**config.mk**
```make
export PLATFORM = sky130hd
export DESIGN_NAME = gpstb_port_ctrl
export DESIGN_NICKNAME = d
export VERILOG_FILES = /design/src/rtl/gps_pkg.sv /design/src/rtl/gps_regs.sv /design/src/rtl/gps_strobe.sv /design/src/rtl/gps_rdmux.sv /design/src/rtl/gpstb_port_ctrl.sv
export SDC_FILE = /design/constraint.sdc
export NUM_CORES = 1
export LEC_CHECK = 0
export BUFFER_PORTS_ARGS = -buffer_cell sky130_fd_sc_hd__buf_2
export CORE_ASPECT_RATIO = 1.2
export CORE_MARGIN = 5
export CORE_UTILIZATION = 50
export CTS_BUF_LIST = sky130_fd_sc_hd__clkbuf_4 sky130_fd_sc_hd__clkbuf_8 sky130_fd_sc_hd__clkbuf_16
export CTS_CLUSTER_DIAMETER = 80
export DETAILED_ROUTE_END_ITERATION = 16
export PLACE_DENSITY = 0.82
export SETUP_SLACK_MARGIN = 0.15
export SLEW_MARGIN = 0
export SYNTH_ARGS = -nofsm -noshare
export SYNTH_HDL_FRONTEND = slang
export SYNTH_SLANG_ARGS = --single-unit
export TNS_END_PERCENT = 20
```
**constraint.sdc**
```tcl
create_clock -name clk -period 3.8 [get_ports clk]
set_input_delay 0.76 -clock clk [delete_from_list [all_inputs] [get_ports clk]]
set_output_delay 0.76 -clock clk [all_outputs]
set_load 0.1 [all_outputs]
```
**src/rtl/gps_pkg.sv**
```systemverilog
package gps_pkg;
  typedef enum logic [1:0] {
    MODE_IDLE  = 2'b00,
    MODE_RDSTB = 2'b01,
    MODE_WRSTB = 2'b10,
    MODE_IDLE2 = 2'b11
  } strb_mode_e;

  localparam int MODE_LSB  = 3;
  localparam int DRIVE_BIT = 2;
endpackage

```
**src/rtl/gps_regs.sv**
```systemverilog
module gps_regs
  import gps_pkg::*;
#(
  parameter int          IDX_W    = 8,
  parameter int          BUS_W    = 16,
  parameter logic [7:0]  DATA_IDX = 8'h0A,
  parameter logic [7:0]  CTRL_IDX = 8'h0B
) (
  input  logic             clk,
  input  logic             rst_n,
  input  logic             iow_n,
  input  logic             addr_sel,
  input  logic [BUS_W-1:0] sd_in,
  output logic [IDX_W-1:0] idx_q,
  output strb_mode_e       mode_q,
  output logic             totem_q,
  output logic [BUS_W/2-1:0] shadow_q
);
  localparam int LANE_W = BUS_W / 2;

  logic             iow_prev;
  logic [BUS_W-1:0] hold_data;
  logic             hold_sel;
  logic             commit;

  // A write completes on the first clock that sees iow_n high after low.
  assign commit = !iow_prev && iow_n;

  always_ff @(posedge clk or negedge rst_n) begin
    if (!rst_n) begin
      iow_prev  <= 1'b1;
      hold_data <= '0;
      hold_sel  <= 1'b0;
    end else begin
      iow_prev <= iow_n;
      if (!iow_n) begin
        hold_data <= sd_in;
        hold_sel  <= addr_sel;
      end
    end
  end

  always_ff @(posedge clk or negedge rst_n) begin
    if (!rst_n) begin
      idx_q    <= '0;
      mode_q   <= MODE_IDLE;
      totem_q  <= 1'b0;
      shadow_q <= '0;
    end else if (commit) begin
      if (!hold_sel) begin
        idx_q <= hold_data[IDX_W-1:0];
      end else if (idx_q == IDX_W'(DATA_IDX)) begin
        shadow_q <= hold_data[BUS_W-1:LANE_W];
      end else if (idx_q == IDX_W'(CTRL_IDX)) begin
        mode_q  <= strb_mode_e'(hold_data[MODE_LSB+1:MODE_LSB]);
        totem_q <= hold_data[DRIVE_BIT];
      end
    end
  end

  p_shadow_hold_r4: assert property (@(posedge clk) disable iff (!rst_n)
    !commit |=> $stable(shadow_q));
  p_ctrl_hold_r1: assert property (@(posedge clk) disable iff (!rst_n)
    !commit |=> ($stable(mode_q) && $stable(totem_q)));
endmodule

```
**src/rtl/gps_strobe.sv**
```systemverilog
module gps_strobe
  import gps_pkg::*;
(
  input  logic       rst_n,
  input  logic       clk,
  input  strb_mode_e mode_q,
  input  logic       totem_q,
  input  logic       data_hit,
  input  logic       iow_n,
  input  logic       ior_n,
  output logic       strb_o,
  output logic       strb_oe
);
  logic wr_fire, rd_fire, active;

  always_comb begin
    wr_fire = (mode_q == MODE_WRSTB) && data_hit && !iow_n;
    rd_fire = (mode_q == MODE_RDSTB) && data_hit && !ior_n;
    active  = wr_fire || rd_fire;
  end

  assign strb_o  = !active;
  assign strb_oe = totem_q || active;

  p_strobe_needs_pulse_r10: assert property (@(posedge clk) disable iff (!rst_n)
    !strb_o |-> (data_hit && (!iow_n || !ior_n)));
  p_open_drain_release_r6: assert property (@(posedge clk) disable iff (!rst_n)
    (!totem_q && strb_o) |-> !strb_oe);
  p_totem_drive_r6: assert property (@(posedge clk) disable iff (!rst_n)
    totem_q |-> strb_oe);
endmodule

```
**src/rtl/gps_rdmux.sv**
```systemverilog
module gps_rdmux
  import gps_pkg::*;
#(
  parameter int         IDX_W    = 8,
  parameter int         BUS_W    = 16,
  parameter logic [7:0] DATA_IDX = 8'h0A,
  parameter logic [7:0] CTRL_IDX = 8'h0B
) (
  input  logic               clk,
  input  logic               rst_n,
  input  logic               ior_n,
  input  logic               addr_sel,
  input  logic [IDX_W-1:0]   idx_q,
  input  strb_mode_e         mode_q,
  input  logic               totem_q,
  input  logic [BUS_W/2-1:0] shadow_q,
  output logic [BUS_W-1:0]   rd_data,
  output logic               rd_oe_lo,
  output logic               rd_oe_hi
);
  localparam int LANE_W = BUS_W / 2;

  logic [LANE_W-1:0] ctrl_view;

  always_comb begin
    ctrl_view = '0;
    ctrl_view[MODE_LSB+1:MODE_LSB] = mode_q;
    ctrl_view[DRIVE_BIT]           = totem_q;
  end

  always_comb begin
    rd_data  = '0;
    rd_oe_lo = 1'b0;
    rd_oe_hi = 1'b0;
    if (!ior_n) begin
      if (!addr_sel) begin
        rd_data[LANE_W-1:0] = LANE_W'(idx_q);
        rd_oe_lo = 1'b1;
      end else if (idx_q == IDX_W'(CTRL_IDX)) begin
        rd_data[LANE_W-1:0] = ctrl_view;
        rd_oe_lo = 1'b1;
      end else if (idx_q == IDX_W'(DATA_IDX) && mode_q != MODE_RDSTB) begin
        rd_data[BUS_W-1:LANE_W] = shadow_q;
        rd_oe_hi = 1'b1;
      end
    end
  end

  p_hi_lane_owner_r5: assert property (@(posedge clk) disable iff (!rst_n)
    rd_oe_hi |-> (!ior_n && mode_q != MODE_RDSTB && addr_sel));
endmodule

```
**src/rtl/gpstb_port_ctrl.sv**
```systemverilog
module gpstb_port_ctrl
  import gps_pkg::*;
#(
  parameter int         IDX_W    = 8,
  parameter int         BUS_W    = 16,
  parameter logic [7:0] DATA_IDX = 8'h0A,
  parameter logic [7:0] CTRL_IDX = 8'h0B
) (
  input  logic             clk,
  input  logic             pwrgood,
  input  logic             addr_sel,
  input  logic             iow_n,
  input  logic             ior_n,
  input  logic [BUS_W-1:0] sd_in,
  output logic [BUS_W-1:0] rd_data,
  output logic             rd_oe_lo,
  output logic             rd_oe_hi,
  output logic             strb_o,
  output logic             strb_oe
);
  localparam int LANE_W = BUS_W / 2;

  logic [IDX_W-1:0]  idx_q;
  strb_mode_e        mode_q;
  logic              totem_q;
  logic [LANE_W-1:0] shadow_q;
  logic              data_hit;

  assign data_hit = addr_sel && (idx_q == IDX_W'(DATA_IDX));

  gps_regs #(.IDX_W(IDX_W), .BUS_W(BUS_W), .DATA_IDX(DATA_IDX), .CTRL_IDX(CTRL_IDX)) u_regs (
    .clk(clk), .rst_n(pwrgood), .iow_n(iow_n), .addr_sel(addr_sel), .sd_in(sd_in),
    .idx_q(idx_q), .mode_q(mode_q), .totem_q(totem_q), .shadow_q(shadow_q)
  );

  gps_strobe u_strobe (
    .rst_n(pwrgood), .clk(clk), .mode_q(mode_q), .totem_q(totem_q), .data_hit(data_hit),
    .iow_n(iow_n), .ior_n(ior_n), .strb_o(strb_o), .strb_oe(strb_oe)
  );

  gps_rdmux #(.IDX_W(IDX_W), .BUS_W(BUS_W), .DATA_IDX(DATA_IDX), .CTRL_IDX(CTRL_IDX)) u_rdmux (
    .clk(clk), .rst_n(pwrgood), .ior_n(ior_n), .addr_sel(addr_sel), .idx_q(idx_q),
    .mode_q(mode_q), .totem_q(totem_q), .shadow_q(shadow_q),
    .rd_data(rd_data), .rd_oe_lo(rd_oe_lo), .rd_oe_hi(rd_oe_hi)
  );

  // with power-good low the strobe pin is released high
  p_reset_idle_r7: assert property (@(posedge clk) !pwrgood |-> strb_o);
endmodule

```
# ---- After elaboration in Yosys (flattened, before gate mapping)
# Cells that the tools add are included.
dict set report op_classes {
  muxes 13
  bitwise 2
  eq_ne 5
  n_reduce_logical 16
}
# op count
set ops {}
lappend ops {{two-way mux 8 bit} 4}
lappend ops {{== test 8 x 4 -> 1 bit, second input constant} 2}
lappend ops {{two-way mux 16 bit} 1}
lappend ops {{logical AND 1 bit} 7}
lappend ops {{two-way mux 1 bit} 7}
lappend ops {{two-way mux 5 bit} 1}
lappend ops {{logical NOT 1 bit} 4}
lappend ops {{AND reduction 4 bit} 1}
lappend ops {{AND reduction 3 bit} 1}
lappend ops {{== test 2 x 1 -> 1 bit, second input constant} 1}
lappend ops {{== test 2 bit, second input constant} 1}
lappend ops {{logical OR 1 bit} 2}
lappend ops {{inequality test 2 x 1 -> 1 bit, second input constant} 1}
lappend ops {{inverter 1 bit} 2}
lappend ops {{AND reduction 2 bit} 1}
dict set report totals {
  in_bits 21
  regBits 37
  elab_cells 43
}

# ---- Depth between registers and ports, before layout
dict set report depth {
  depth_word 6
  mapped_depth 4
  ltp_nobuf 3
}

# ---- By module
# Synthesis repeated with hierarchy kept, for this count alone.
dict set report hier_totals {
  hier_cells 118
  hier_area_um2 1740.4
}
# mod cells_each seq_area_each_um2 instances area_per_inst_um2
set by_module_without_submodules {}
lappend by_module_without_submodules {gps_regs 84 927.1 1 1467.7}
lappend by_module_without_submodules {gps_rdmux 27 0.0 1 205.2}
lappend by_module_without_submodules {gps_strobe 4 0.0 1 35.0}
lappend by_module_without_submodules {gpstb_port_ctrl 3 0.0 1 32.5}

# ---- Worst setup path after synthesis
# OpenSTA, ideal clock, no wires.
dict set report synth_timing {
  path_kind {input port to output port}
  start {in iow_n}
  end {out strb_oe}
  stages 4
  n_path_buf 1
  arrival_ns 3.604
  path_slack_ns -0.564
  required_time_ns 3.040
  path_cell_list {buf_6 -> nor3b_1 -> o2111ai_1 -> nand2b_1}
}
dict set report synth_via {
  elab_chain_len 4
}
# item line
set synth_lines {}
lappend synth_lines {{start, declared} gpstb_port_ctrl.sv:12} ;# input logic iow_n,
lappend synth_lines {{logical NOT 1 bit} gps_strobe.sv:17} ;# wr_fire = (mode_q == MODE_WRSTB) && data_hit && !iow_n;
lappend synth_lines {{logical AND 1 bit} gps_strobe.sv:17}
lappend synth_lines {{logical OR 1 bit} gps_strobe.sv:19} ;# active = wr_fire || rd_fire;
lappend synth_lines {{logical OR 1 bit} gps_strobe.sv:23} ;# assign strb_oe = totem_q || active;
lappend synth_lines {{end, declared} gpstb_port_ctrl.sv:19} ;# output logic strb_oe
# Every way passes these cells.

# ---- Final worst setup path
dict set report layout_timing {
  start {in addr_sel}
  end {out rd_data[14]}
}
dict set report layout_via {
  elab_chain_len 2
}
# item line
set layout_lines {}
lappend layout_lines {{start, declared} gpstb_port_ctrl.sv:11} ;# input logic addr_sel,
lappend layout_lines {{two-way mux 8 bit} gps_rdmux.sv:36} ;# if (!addr_sel) begin
lappend layout_lines {{two-way mux 16 bit} gps_rdmux.sv:35} ;# if (!ior_n) begin
lappend layout_lines {{end, declared} gpstb_port_ctrl.sv:15} ;# output logic [BUS_W-1:0] rd_data,
# Every way passes these cells.

==> metrics.txt <==
via count of the first global-routing pass=1248; number of placed I/O pins=41; Post-Synthesis Mean Instance Area=13.3 um2; number of DRC markers after the initial detailed-route iteration=13; number of gates resized after cts=0; width of the die=62.6 um; DR WL/cell=~16 um; sequential element share of the synthesized area=a little under three fifths; startpoint kind of the worst setup timing path=input pin; final count of hold timing violations=0; beginning of the critical path=addr_sel; number of distinct library cell variants in the gate-level netlist after synthesis=24; endpoint kind of the worst setup timing path=primary output; Power per Cell Area=481 nW/um2; reg2reg start=u_regs.idx_q[2]$_DFFE_PN0P_; summed instance area of the synthesized netlist=1660 um2; Setup Buffers After CTS=0; share of final-layout standard cells stronger than drive strength 1=53.2%; Max-slew headroom=48.1%; Power Total=0.000954 W; Max Fanout on Critical Path=9; number of buffers between clock root and the deepest sink=2; Final period util=75.5%; cts bufs inserted=5; clk_lat worst skew=0.29 ns; Leak=0.928 nW; IO buf count=40; outcome=finished, final reports clean; global router's overall resource usage=between 10% and 20%; minimum setup slack after placement=0.960 ns; Initial Utilization=slightly above 50%; site row count=23; Final Max Slew Viols=0; worst IR drop on VDD=0.356 mV; n_diodes=0; Layout Area Growth over Synthesis=19.6%; number of DRC violations after detailed routing=0; worst path required time=3.04 ns; count of clock tree sinks=37; WL final=3270 um; fin crit period=2.87 ns; gate count of the mapped netlist=approximately 130; DRT antenna net count=0; post-route clock skew=0.00692 ns; vias after detailed routing=1128; Post-Syn Nets=146; class of the most critical hold timing path=reg2reg; Die Span Y=73.1 um; Clk pin slew, worst setup/hold paths=0.06 ns; fraction of synthesized cell area taken by the top area cell type=54.3%; post-DP HPWL=2420 um; fill cell total of the finished layout=approximately 280; count of H-tree levels built during CTS=2; CTS Hold Buffers Added=0; maximum number of pins on one net before global-route repair=38; most area-consuming cells after synthesis=sky130_fd_sc_hd__dfrtp_1 54%, sky130_fd_sc_hd__mux2_2 24%, sky130_fd_sc_hd__nor3_1 2.4%; count of warnings emitted by yosys=0; unrepaired setup endpoints after global routing=false; Layout Nets=191; total core area=3280 um2; timing-limited maximum frequency=349 MHz; cell type with the highest aggregate area in the netlist=sky130_fd_sc_hd__dfrtp_1; post-route setup slack=0.931 ns; root buffer cell=sky130_fd_sc_hd__clkbuf_8; aggregate negative setup slack=0 ns; vias per cell=5.42; wire length of the first global-routing pass=5700 um; count of endpoints failing setup in the final report=0; final weighted congestion in routability-driven placement=0.810; Tightest Pin Transition=0.778 ns; antenna violations before repair=0; Die Area=~4600 um2; arrival time reported for the critical path endpoint=2.11 ns; clock tree from TritonCTS=yes; Max-cap violations=0; final global-route overflow total=0; router iterations before antenna repair=3; number of flip-flops and latches in the synthesized netlist=37; Hold Crit Start=u_regs.hold_data[14]$_DFFE_PN0N_; worst setup path class=in2out
==> critical path, stage by stage <==
cell,delay (ns)
sky130_fd_sc_hd__buf_2,0.12
sky130_fd_sc_hd__nor2b_1,0.21
sky130_fd_sc_hd__nand3b_1,0.31
sky130_fd_sc_hd__nor3_1,0.24
sky130_fd_sc_hd__buf_2,0.46
==> sequential cells by signal, summed over array words and instances, names as in the netlist <==
signal	flops
u_regs.hold_data	16
u_regs.idx_q	8
u_regs.shadow_q	8
u_regs.mode_q	2
u_regs.hold_sel	1
u_regs.iow_prev	1
u_regs.totem_q	1
==> placed cells by master, fill, tap and decap left out, drive strengths merged <==
master / count
nor3: 9
dfstp: 1
clkbuf: 7
nand2: 7
o2111ai: 1
nand3b: 1
dfrtp: 36
a21oi: 1
nor2b: 2
nor2: 2
clkinv: 1
nand3: 2
mux2: 36
inv: 8
and4bb: 2
and2: 5
nand2b: 2
buf: 40
and3: 1
o21ai: 3
nor3b: 3
and4b: 1
==> synthesized netlist by cell type <==
master,n
sky130_fd_sc_hd__and2_1,5
sky130_fd_sc_hd__nand2_1,7
sky130_fd_sc_hd__inv_1,8
sky130_fd_sc_hd__nor3b_1,2
sky130_fd_sc_hd__and4bb_2,2
sky130_fd_sc_hd__buf_6,1
sky130_fd_sc_hd__nor3_1,8
sky130_fd_sc_hd__and3_1,1
sky130_fd_sc_hd__mux2_2,36
sky130_fd_sc_hd__a21oi_1,1
sky130_fd_sc_hd__nand3_4,1
sky130_fd_sc_hd__nand3_1,1
sky130_fd_sc_hd__buf_2,1
sky130_fd_sc_hd__nor2b_1,2
sky130_fd_sc_hd__and4b_1,1
sky130_fd_sc_hd__dfrtp_1,36
sky130_fd_sc_hd__o21ai_0,3
sky130_fd_sc_hd__nor2_1,2
sky130_fd_sc_hd__nor3b_4,1
sky130_fd_sc_hd__nand2b_1,2
sky130_fd_sc_hd__nand3b_1,1
sky130_fd_sc_hd__o2111ai_1,1
sky130_fd_sc_hd__nor3_4,1
sky130_fd_sc_hd__dfstp_2,1
==> power breakdown <==
| part | internal, W | switching, W | leakage, nW | total [W] |
|---|---|---|---|---|
| combinational | 0.0000704 | 0.000123 | 0.421 | 0.000194 |
| clock | 0.000143 | 0.000131 | 0.0491 | 0.000274 |
| sequential | 0.000445 | 0.0000409 | 0.457 | 0.000486 |
| total | 0.000659 | 0.000295 | 0.928 | 0.000954 |
==> final timing paths <==
path	to	slack, ns	cells past startpoint
max reg2reg	u_regs.totem_q$_DFFE_PN0P_	2.29	3
max	rd_data[14]	0.93	5
max in group asynchronous	u_regs.hold_data[13]$_DFFE_PN0N_	2.76	1
min reg2reg	u_regs.hold_data[14]$_DFFE_PN0N_	0.51	1
min in group asynchronous	u_regs.hold_data[2]$_DFFE_PN0N_	0.54	1
min	u_regs.hold_data[14]$_DFFE_PN0N_	0.51	1
==> routing by layer <==
metal	track usage (%)	vias to the layer above	share of wire, %
li1	-	531	-
met1	16.2	560	37
met2	27.8	24	54
met3	7.09	13	5.5
met4	9.91	0	3.5
met5	0	-	0
==> stage by stage <==
| step | area [um2] | utilization (%) | hold WS (ns) | cells |
|---|---|---|---|---|
| finish | 1980 | 60.5 | 0.510 | 208 |
| global route | 1980 | 60.5 | 0.523 | 208 |
| CTS | 1980 | 60.5 | 0.505 | 208 |
| detailed placement | 1900 | 57.8 | 0.492 | 200 |
| global placement | 1900 | 57.8 | 0.483 | 200 |
| floorplan | 1670 | - | 0.464 | 125 |
==> area by class of cell <==
type / instances / area, um2 / share of cell area [%]
Multi-Input combinational cell: 78 / 692 / 34.9
Inverter: 8 / 30.0 / 1.51
Sequential cell: 37 / 927 / 46.7
Tap cell: 37 / 46.3 / 2.33
Clock inverter: 1 / 5.00 / 0.252
Clock buffer: 7 / 83.8 / 4.22
Timing Repair Buffer: 40 / 200 / 10.1
==> kinds of logic (layout without fill, tap and decap cells) <==
| logic type | Yosys count | after routing | synth area share (%) |
|---|---|---|---|
| flops | 37 | 37 | 55.9 |
| mux | 36 | 36 | 24.4 |
| simple gates | 37 | 37 | 15.2 |
| buf+inv | 10 | 56 | 2.79 |
| compound gates | 5 | 5 | 1.73 |
Note: power is estimated with default switching activity, not from simulation.
